==> config.mk <==
export PLATFORM = sky130hd
export DESIGN_NAME = cmp_edge_irq
export DESIGN_NICKNAME = d
export VERILOG_FILES = /design/src/rtl/cmp_edge_pkg.sv /design/src/rtl/cmp_sync_edge.sv /design/src/rtl/cmp_ctrl_reg.sv /design/src/rtl/cmp_edge_irq.sv
export SDC_FILE = /design/constraint.sdc
export NUM_CORES = 1
export LEC_CHECK = 0
export ABC_CLOCK_PERIOD_IN_PS = 1500
export BUFFER_PORTS_ARGS = -buffer_cell sky130_fd_sc_hd__buf_2
export CAP_MARGIN = 20
export CORE_AREA = 2 2 39 41
export CTS_CLUSTER_DIAMETER = 120
export DETAILED_ROUTE_END_ITERATION = 12
export DIE_AREA = 0 0 41 43
export RECOVER_POWER = 50
export SLEW_MARGIN = 10
export SYNTH_ARGS = -nofsm -noshare
export SYNTH_HDL_FRONTEND = slang
export SYNTH_SLANG_ARGS = --single-unit
export TNS_END_PERCENT = 1
==> constraint.sdc <==
create_clock -name clk -period 1.5 [get_ports clk]
set_input_delay 0.3 -clock clk [delete_from_list [all_inputs] [get_ports clk]]
set_output_delay 0.3 -clock clk [all_outputs]
set_load 0.02 [all_outputs]
==> src/rtl/cmp_edge_pkg.sv <==
`timescale 1ns/1ps
package cmp_edge_pkg;
   localparam int unsigned REG_W    = 8;
   localparam int unsigned BIT_EN   = 7;
   localparam int unsigned BIT_HSEL = 6;
   localparam int unsigned BIT_FLG  = 5;
   localparam int unsigned BIT_IEN  = 4;
   localparam int unsigned BIT_STAT = 3;
   localparam int unsigned BIT_PEN  = 2;
   localparam int unsigned BIT_MODE = 0;
   localparam int unsigned MODE_W   = 2;

   typedef enum logic [MODE_W-1:0] {
      MODE_FALL  = 2'b00,
      MODE_RISE  = 2'b01,
      MODE_ANY_A = 2'b10,
      MODE_ANY_B = 2'b11
   } edge_mode_e;

   typedef struct packed {
      logic       en;
      logic       hsel;
      logic       ien;
      logic       pen;
      edge_mode_e mode;
   } ctrl_t;
endpackage

==> src/rtl/cmp_sync_edge.sv <==
`timescale 1ns/1ps
module cmp_sync_edge
   import cmp_edge_pkg::*;
#(
   parameter int unsigned SYNC_STAGES = 2,
   parameter bit          RSVD_BOTH   = 1'b1
) (
   input  logic       clk,
   input  logic       rst_n,
   input  logic       en,
   input  edge_mode_e mode,
   input  logic       async_in,
   output logic       sync_out,
   output logic       edge_hit
);
   localparam int unsigned LAST = SYNC_STAGES - 1;

   if (SYNC_STAGES < 2) begin : g_bad_stages
      $error("cmp_sync_edge: SYNC_STAGES must be at least 2");
   end

   logic [SYNC_STAGES-1:0] chain_q;
   logic                   prev_q;
   logic                   rise, fall;

   always_ff @(posedge clk) begin
      if (!rst_n || !en) begin
         chain_q <= '0;
         prev_q  <= 1'b0;
      end else begin
         chain_q <= {chain_q[SYNC_STAGES-2:0], async_in};
         prev_q  <= chain_q[LAST];
      end
   end

   assign sync_out = chain_q[LAST];
   assign rise     = sync_out & ~prev_q;
   assign fall     = ~sync_out & prev_q;

   if (RSVD_BOTH) begin : g_rsvd_both
      always_comb begin
         if (mode[1])      edge_hit = rise | fall;
         else if (mode[0]) edge_hit = rise;
         else              edge_hit = fall;
      end
   end else begin : g_rsvd_none
      always_comb begin
         if (mode[1])      edge_hit = 1'b0;
         else if (mode[0]) edge_hit = rise;
         else              edge_hit = fall;
      end
   end


   dis_clear_chk: assert property (@(posedge clk) disable iff (!rst_n)
      !en |=> !sync_out);


   rise_only_chk: assert property (@(posedge clk) disable iff (!rst_n)
      (mode == MODE_RISE && edge_hit) |-> sync_out);
endmodule

==> src/rtl/cmp_ctrl_reg.sv <==
`timescale 1ns/1ps
module cmp_ctrl_reg
   import cmp_edge_pkg::*;
(
   input  logic             clk,
   input  logic             rst_n,
   input  logic             wr_en,
   input  logic [REG_W-1:0] wr_data,
   input  logic             edge_hit,
   input  logic             stat,
   output ctrl_t            ctrl,
   output logic             flg,
   output logic [REG_W-1:0] rd_data
);
   ctrl_t ctrl_q;
   logic  flg_q;
   logic  set_now;
   logic  clr_now;
   logic  wr_stat_unused;

   assign wr_stat_unused = wr_data[BIT_STAT];
   assign set_now = ctrl_q.en & edge_hit;
   assign clr_now = wr_en & ~wr_data[BIT_FLG];

   always_ff @(posedge clk) begin
      if (!rst_n) begin
         ctrl_q <= '0;
      end else if (wr_en) begin
         ctrl_q.en   <= wr_data[BIT_EN];
         ctrl_q.hsel <= wr_data[BIT_HSEL];
         ctrl_q.ien  <= wr_data[BIT_IEN];
         ctrl_q.pen  <= wr_data[BIT_PEN];
         ctrl_q.mode <= edge_mode_e'(wr_data[BIT_MODE +: MODE_W]);
      end
   end

   always_ff @(posedge clk) begin
      if (!rst_n)       flg_q <= 1'b0;
      else if (set_now) flg_q <= 1'b1;
      else if (clr_now) flg_q <= 1'b0;
   end

   always_comb begin
      rd_data                     = '0;
      rd_data[BIT_EN]             = ctrl_q.en;
      rd_data[BIT_HSEL]           = ctrl_q.hsel;
      rd_data[BIT_FLG]            = flg_q;
      rd_data[BIT_IEN]            = ctrl_q.ien;
      rd_data[BIT_STAT]           = stat;
      rd_data[BIT_PEN]            = ctrl_q.pen;
      rd_data[BIT_MODE +: MODE_W] = ctrl_q.mode;
   end

   assign ctrl = ctrl_q;
   assign flg  = flg_q;


   wr_one_keep_chk: assert property (@(posedge clk) disable iff (!rst_n)
      (wr_en && wr_data[BIT_FLG] && flg_q) |=> flg_q);


   wr_zero_clr_chk: assert property (@(posedge clk) disable iff (!rst_n)
      (wr_en && !wr_data[BIT_FLG] && !edge_hit) |=> !flg_q);


   set_wins_chk: assert property (@(posedge clk) disable iff (!rst_n)
      (ctrl_q.en && edge_hit) |=> flg_q);


   no_set_dis_chk: assert property (@(posedge clk) disable iff (!rst_n)
      (!ctrl_q.en && !flg_q) |=> !flg_q);
endmodule

==> src/rtl/cmp_edge_irq.sv <==
`timescale 1ns/1ps
module cmp_edge_irq
   import cmp_edge_pkg::*;
#(
   parameter int unsigned SYNC_STAGES = 2,
   parameter bit          RSVD_BOTH   = 1'b1
) (
   input  logic       clk,
   input  logic       rst_n,
   input  logic       wr_en,
   input  logic [7:0] wr_data,
   output logic [7:0] rd_data,
   input  logic       cmp_async,
   output logic       irq,
   output logic       hyst_sel,
   output logic       pad_oe,
   output logic       pad_out
);
   if (REG_W != 8) begin : g_bad_width
      $error("cmp_edge_irq: register width must be 8");
   end

   ctrl_t ctrl;
   logic  flg;
   logic  sync_lvl;
   logic  edge_hit;
   logic  stat;

   cmp_sync_edge #(
      .SYNC_STAGES (SYNC_STAGES),
      .RSVD_BOTH   (RSVD_BOTH)
   ) u_sync (
      .clk      (clk),
      .rst_n    (rst_n),
      .en       (ctrl.en),
      .mode     (ctrl.mode),
      .async_in (cmp_async),
      .sync_out (sync_lvl),
      .edge_hit (edge_hit)
   );

   assign stat = ctrl.en & sync_lvl;

   cmp_ctrl_reg u_reg (
      .clk      (clk),
      .rst_n    (rst_n),
      .wr_en    (wr_en),
      .wr_data  (wr_data),
      .edge_hit (edge_hit),
      .stat     (stat),
      .ctrl     (ctrl),
      .flg      (flg),
      .rd_data  (rd_data)
   );

   assign irq      = flg & ctrl.ien;
   assign hyst_sel = ctrl.hsel;
   assign pad_oe   = ctrl.pen;
   assign pad_out  = ctrl.pen & stat;


   flag_follows_edge_chk: assert property (@(posedge clk) disable iff (!rst_n)
      (ctrl.en && sync_lvl && ctrl.mode == MODE_RISE && !flg && $rose(rd_data[BIT_STAT]))
      |=> rd_data[BIT_FLG]);
endmodule

Yosys cells after proc, flatten, opt, wreduce, memory -nomap -nowiden
Index checks and enable logic that the tools add are counted.

word-level totals
  register bits = 10
  input bits = 12
  output and inout bits = 12
  logic and storage cells = 27

operators by class
  reductions and logical operators = 4
  bitwise logic cells = 11
  muxes and demuxes = 4

operator list
  cell                count
  1-bit bitwise AND   7
  1-bit 2-to-1 mux    4
  1-bit NOT           3
  1-bit zero test     2
  2-bit nonzero test  1
  1-bit logical OR    1
  1-bit bitwise OR    1

Depth between registers and ports, before layout
  depth in word-level cells = 6
  mapped depth = 5
  depth with buffers taken out = 5

Cells and area by module
A second synthesis with hierarchy kept.

unflattened totals
  cell total of the unflattened synthesis = 47
  area total of the unflattened synthesis = 484.2 um2

modules (own cells, without submodules)
  module         area an instance (um2)  times used  sequential area each (um2)  cells an instance
  cmp_ctrl_reg   334.1                   1           140.1                       32
  cmp_sync_edge  131.4                   1           60.1                        12
  cmp_edge_irq   18.8                    1           0.0                         3

Least setup slack after synthesis
No wires, ideal clock.

  path type = register -> register
  from = reg u_sync.chain_q[1]
  to = reg u_reg.flg_q, in the netlist u_reg.flg
  slack = 0.362 ns
  data required time = 1.378 ns
  stages on the path, launching flop included = 6
  data arrival time = 1.016 ns
  setup time = 0.122 ns
  clock period less this slack = 1.138 ns
  path buffers = 0
  cell sequence = dfxtp_1 inv_1 ha_1 mux2_4 o211ai_2 a21boi_1

between the ends
  cells in the longest elaborated chain, start to end = 6
  elaborated cells between the ends (all ways) = 9
  those cells by class = mux: 3; bitwise: 5; reduce/logical: 1

ends and longest elaborated chain
  element                                                        RTL line                                  source
  from (decl)                                                    cmp_sync_edge.sv:22                       logic [SYNC_STAGES-1:0] chain_q;
  from (signal assigned)                                         cmp_sync_edge.sv:31                       chain_q <= {chain_q[SYNC_STAGES-2:0], async_in};
  1-bit NOT                                                      cmp_sync_edge.sv:38                       assign fall = ~sync_out & prev_q;
  1-bit bitwise AND                                              cmp_sync_edge.sv:38
  1-bit 2-to-1 mux / 1-bit bitwise OR (equally long branches)    cmp_sync_edge.sv:43, cmp_sync_edge.sv:42
  1-bit 2-to-1 mux *                                             cmp_sync_edge.sv:42                       if (mode[1]) edge_hit = rise | fall;
  1-bit bitwise AND *                                            cmp_ctrl_reg.sv:22                        assign set_now = ctrl_q.en & edge_hit;
  1-bit 2-to-1 mux / 2-bit nonzero test (equally long branches)  n/a
  to (signal assigned)                                           cmp_ctrl_reg.sv:38                        if (!rst_n) flg_q <= 1'b0;
  to (signal assigned)                                           cmp_ctrl_reg.sv:39                        else if (set_now) flg_q <= 1'b1;
  to (signal assigned)                                           cmp_ctrl_reg.sv:40                        else if (clr_now) flg_q <= 1'b0;
  to (decl)                                                      cmp_ctrl_reg.sv:16                        logic flg_q;

Every way passes the cells marked *; elsewhere a longest branch is shown, timed or not.
A chain may end at the register's enable or synchronous reset.

Final worst setup path
  from = reg u_reg.ctrl[5] (netlist name)
  to = out pad_out

between the ends
  cells in the longest elaborated chain, start to end = 2

ends and longest elaborated chain
  element            RTL line            source
  1-bit bitwise AND  cmp_edge_irq.sv:42  assign stat = ctrl.en & sync_lvl;
  1-bit bitwise AND  cmp_edge_irq.sv:59  assign pad_out = ctrl.pen & stat;
  to (decl)          cmp_edge_irq.sv:17  output logic pad_out

No other way between the ends.

==> impl_metrics.ini <==
[setup_path]
crit_path_start_kind = flop
crit_buf_inv = 1
cp-end-kind = output pin
cp.required_ns = 1.20
cp_slowest_stage_delay_ns = 0.45
cp.depth = 2
crit_family = flip-flops
worstPathArrival_ns = 1.05
crit_start = u_reg.ctrl[5]
crit_type = reg2out
cpMaxStageDelayCell = dfxtp_1
worstReg2RegStart = u_sync.chain_q[1]
cp_cell_sequence = and3_1 > buf_2
critPathMaxFanout = 8
worstRegToRegCells = 5

[timing]
worst_pin_slew_ns = 0.241
setup_tns_ns = 0
finalCritPeriodShare = 0.902
slew_headroom = 0.839
period_needed_ns = 1.35
fin_skew_ns = 0.00439
grt_setup_unrepaired = false
hold_viol = 0
fmax_mhz = 739
drv_slew = 0
setup_viol_count_final = 0

[hold_path]
worstHoldPathType = in2reg
holdPathStages = 2
min_from = cmp_async

[clock_network]
cts_htree_levels = 1
clockRootBuffer = clkbuf_4
cts_resized = 0
clk_pin_slew_ns = 0.07
postCtsHoldBufs = 0
cts_tree = built
clockBufferDepth = 2
cts_buffers = 3
cts.sink_count = 10
cts_setup_buffers = 0
clk_latency_ns = 0.26

[route]
via_per_inst = 4.29
drt_iter0_drc = 5
dr.pass1.iters = 2
wire_per_inst_microns = 10.1
drc = 0
antenna_left = 0
vias = 343
wl_microns = 804

[layout]
final_area_sq_um = 579
layout_common_cells = 20 x buf_2, 10 x dfxtp_1, 6 x mux2i_1, 6 x nor2b_1, 4 x and3_1
regArea_sq_um = 200
final_common_cell = buf_2
area_growth_pct = 25.8
layout-drive-gt1-share = 0.406
diodes = 0
fillers = 140
nNetsFinal = 79
multiInputGateArea_sq_um = 204

[placement]
gp_congestion = 0.651
io_buffers = 22
placed_area_sq_um = 546

[die]
chipWidth_microns = 41
io_pins = 24
initial_utilization = 0.333
rows = 14
die_area_sq_mm = 0.00176
die_y_microns = 43
fp.coreArea_sq_mm = 0.00138

[run_status]
status = completed

[logic_synthesis]
synth_cell_types = 13
yosysWarnings = 0
synth_nets = 58
syn_area_sq_um = 460
synthTopCellsByArea = dfxtp_1 43%, mux2i_1 13%, buf_4 9.8%
syn_inst = 44
synth_seq_cells = 10
synth_top_area_frac = 0.435
syn_avg_cell_area_sq_um = 10.5
synth_top_cell_by_area = dfxtp_1
yosysSeqAreaShare = 0.435

[grt]
grt_pass1_vias = 290
antenna_found_initial = 0
grt_pass1_wl_microns = 1130
track_usage = 0.107
grt_max_degree = 11
grt_overflow = 0

[power_and_ir_drop]
vdd_ir_drop_max_v = 0.000466
p_leak_uw = 0.000304
p_per_area_mw_per_mm2 = 1020

[job]
cap_violations = 0
-- final cells by class --
type                            count  area share
Clock buffer                        4      0.0626
Multi-Input combinational cell     25       0.352
Sequential cell                    10       0.346
Inverter                            3      0.0194
Tap cell                           16      0.0346
Timing Repair Buffer               22       0.186
-- cell usage after synthesis --
master,n
dfxtp_1,10
o211ai_2,1
inv_1,3
o21ai_0,1
mux2i_1,6
and2_1,2
and3_1,4
a21boi_1,1
nor2b_1,6
buf_4,6
mux2_4,1
nand2_1,1
ha_1,2
-- through the flow --
| step | util | cells | worst slack, ns | hold slack (ns) | power [uW] |
|---|---|---|---|---|---|
| 2_1_floorplan | - | 44 | 0.362 | 0.428 | 339 |
| 3_3_place_gp | 0.394 | 76 | 0.311 | 0.446 | 361 |
| 3_5_place_dp | 0.394 | 76 | 0.268 | 0.461 | 361 |
| 4_1_cts | 0.420 | 80 | 0.138 | 0.269 | 607 |
| 5_1_grt | 0.419 | 80 | 0.0624 | 0.278 | 626 |
| 6_report | 0.419 | 80 | 0.147 | 0.280 | 590 |
-- final timing paths --
| kind | to | slack [ns] |
|---|---|---|
| hold reg to reg | u_sync.chain_q[1] | 0.48 |
| hold / removal | u_sync.chain_q[0] | 0.28 |
| setup reg to reg | u_reg.flg | 0.26 |
| setup / recovery | pad_out | 0.15 |
-- power by group --
group	switching, uW	internal (uW)	total [uW]	leakage, uW
clock	89.5	147	237	0.0000210
combinational	36.3	31.2	67.6	0.000201
sequential	9.84	276	286	0.0000818
-- flip-flops by register name, summed over array words and instances (netlist names) --
name	count
u_reg.ctrl	6
u_sync.chain_q	2
u_reg.flg	1
u_sync.prev_q	1
-- kinds of logic (layout without fill, tap and decap cells) --
family,count (synthesis),in the layout,synth area share
adder cells (fa/ha/maj),2,2,0.0543
AND/OR/NAND/NOR,13,13,0.171
buffers and inverters,9,29,0.122
AO/OA/AOI/OAI,3,3,0.0543
flip-flops,10,10,0.435
multiplexers,7,7,0.163
-- metal layers --
layer	vias to the layer above	track usage	part of all wire
met2	12	0.147	0.46
met5	-	0	0
met3	2	0.0314	0.067
met4	0	0.140	0.025
met1	147	0.104	0.45
li1	182	-	-
No activity file was read; power rests on OpenSTA's default activity.
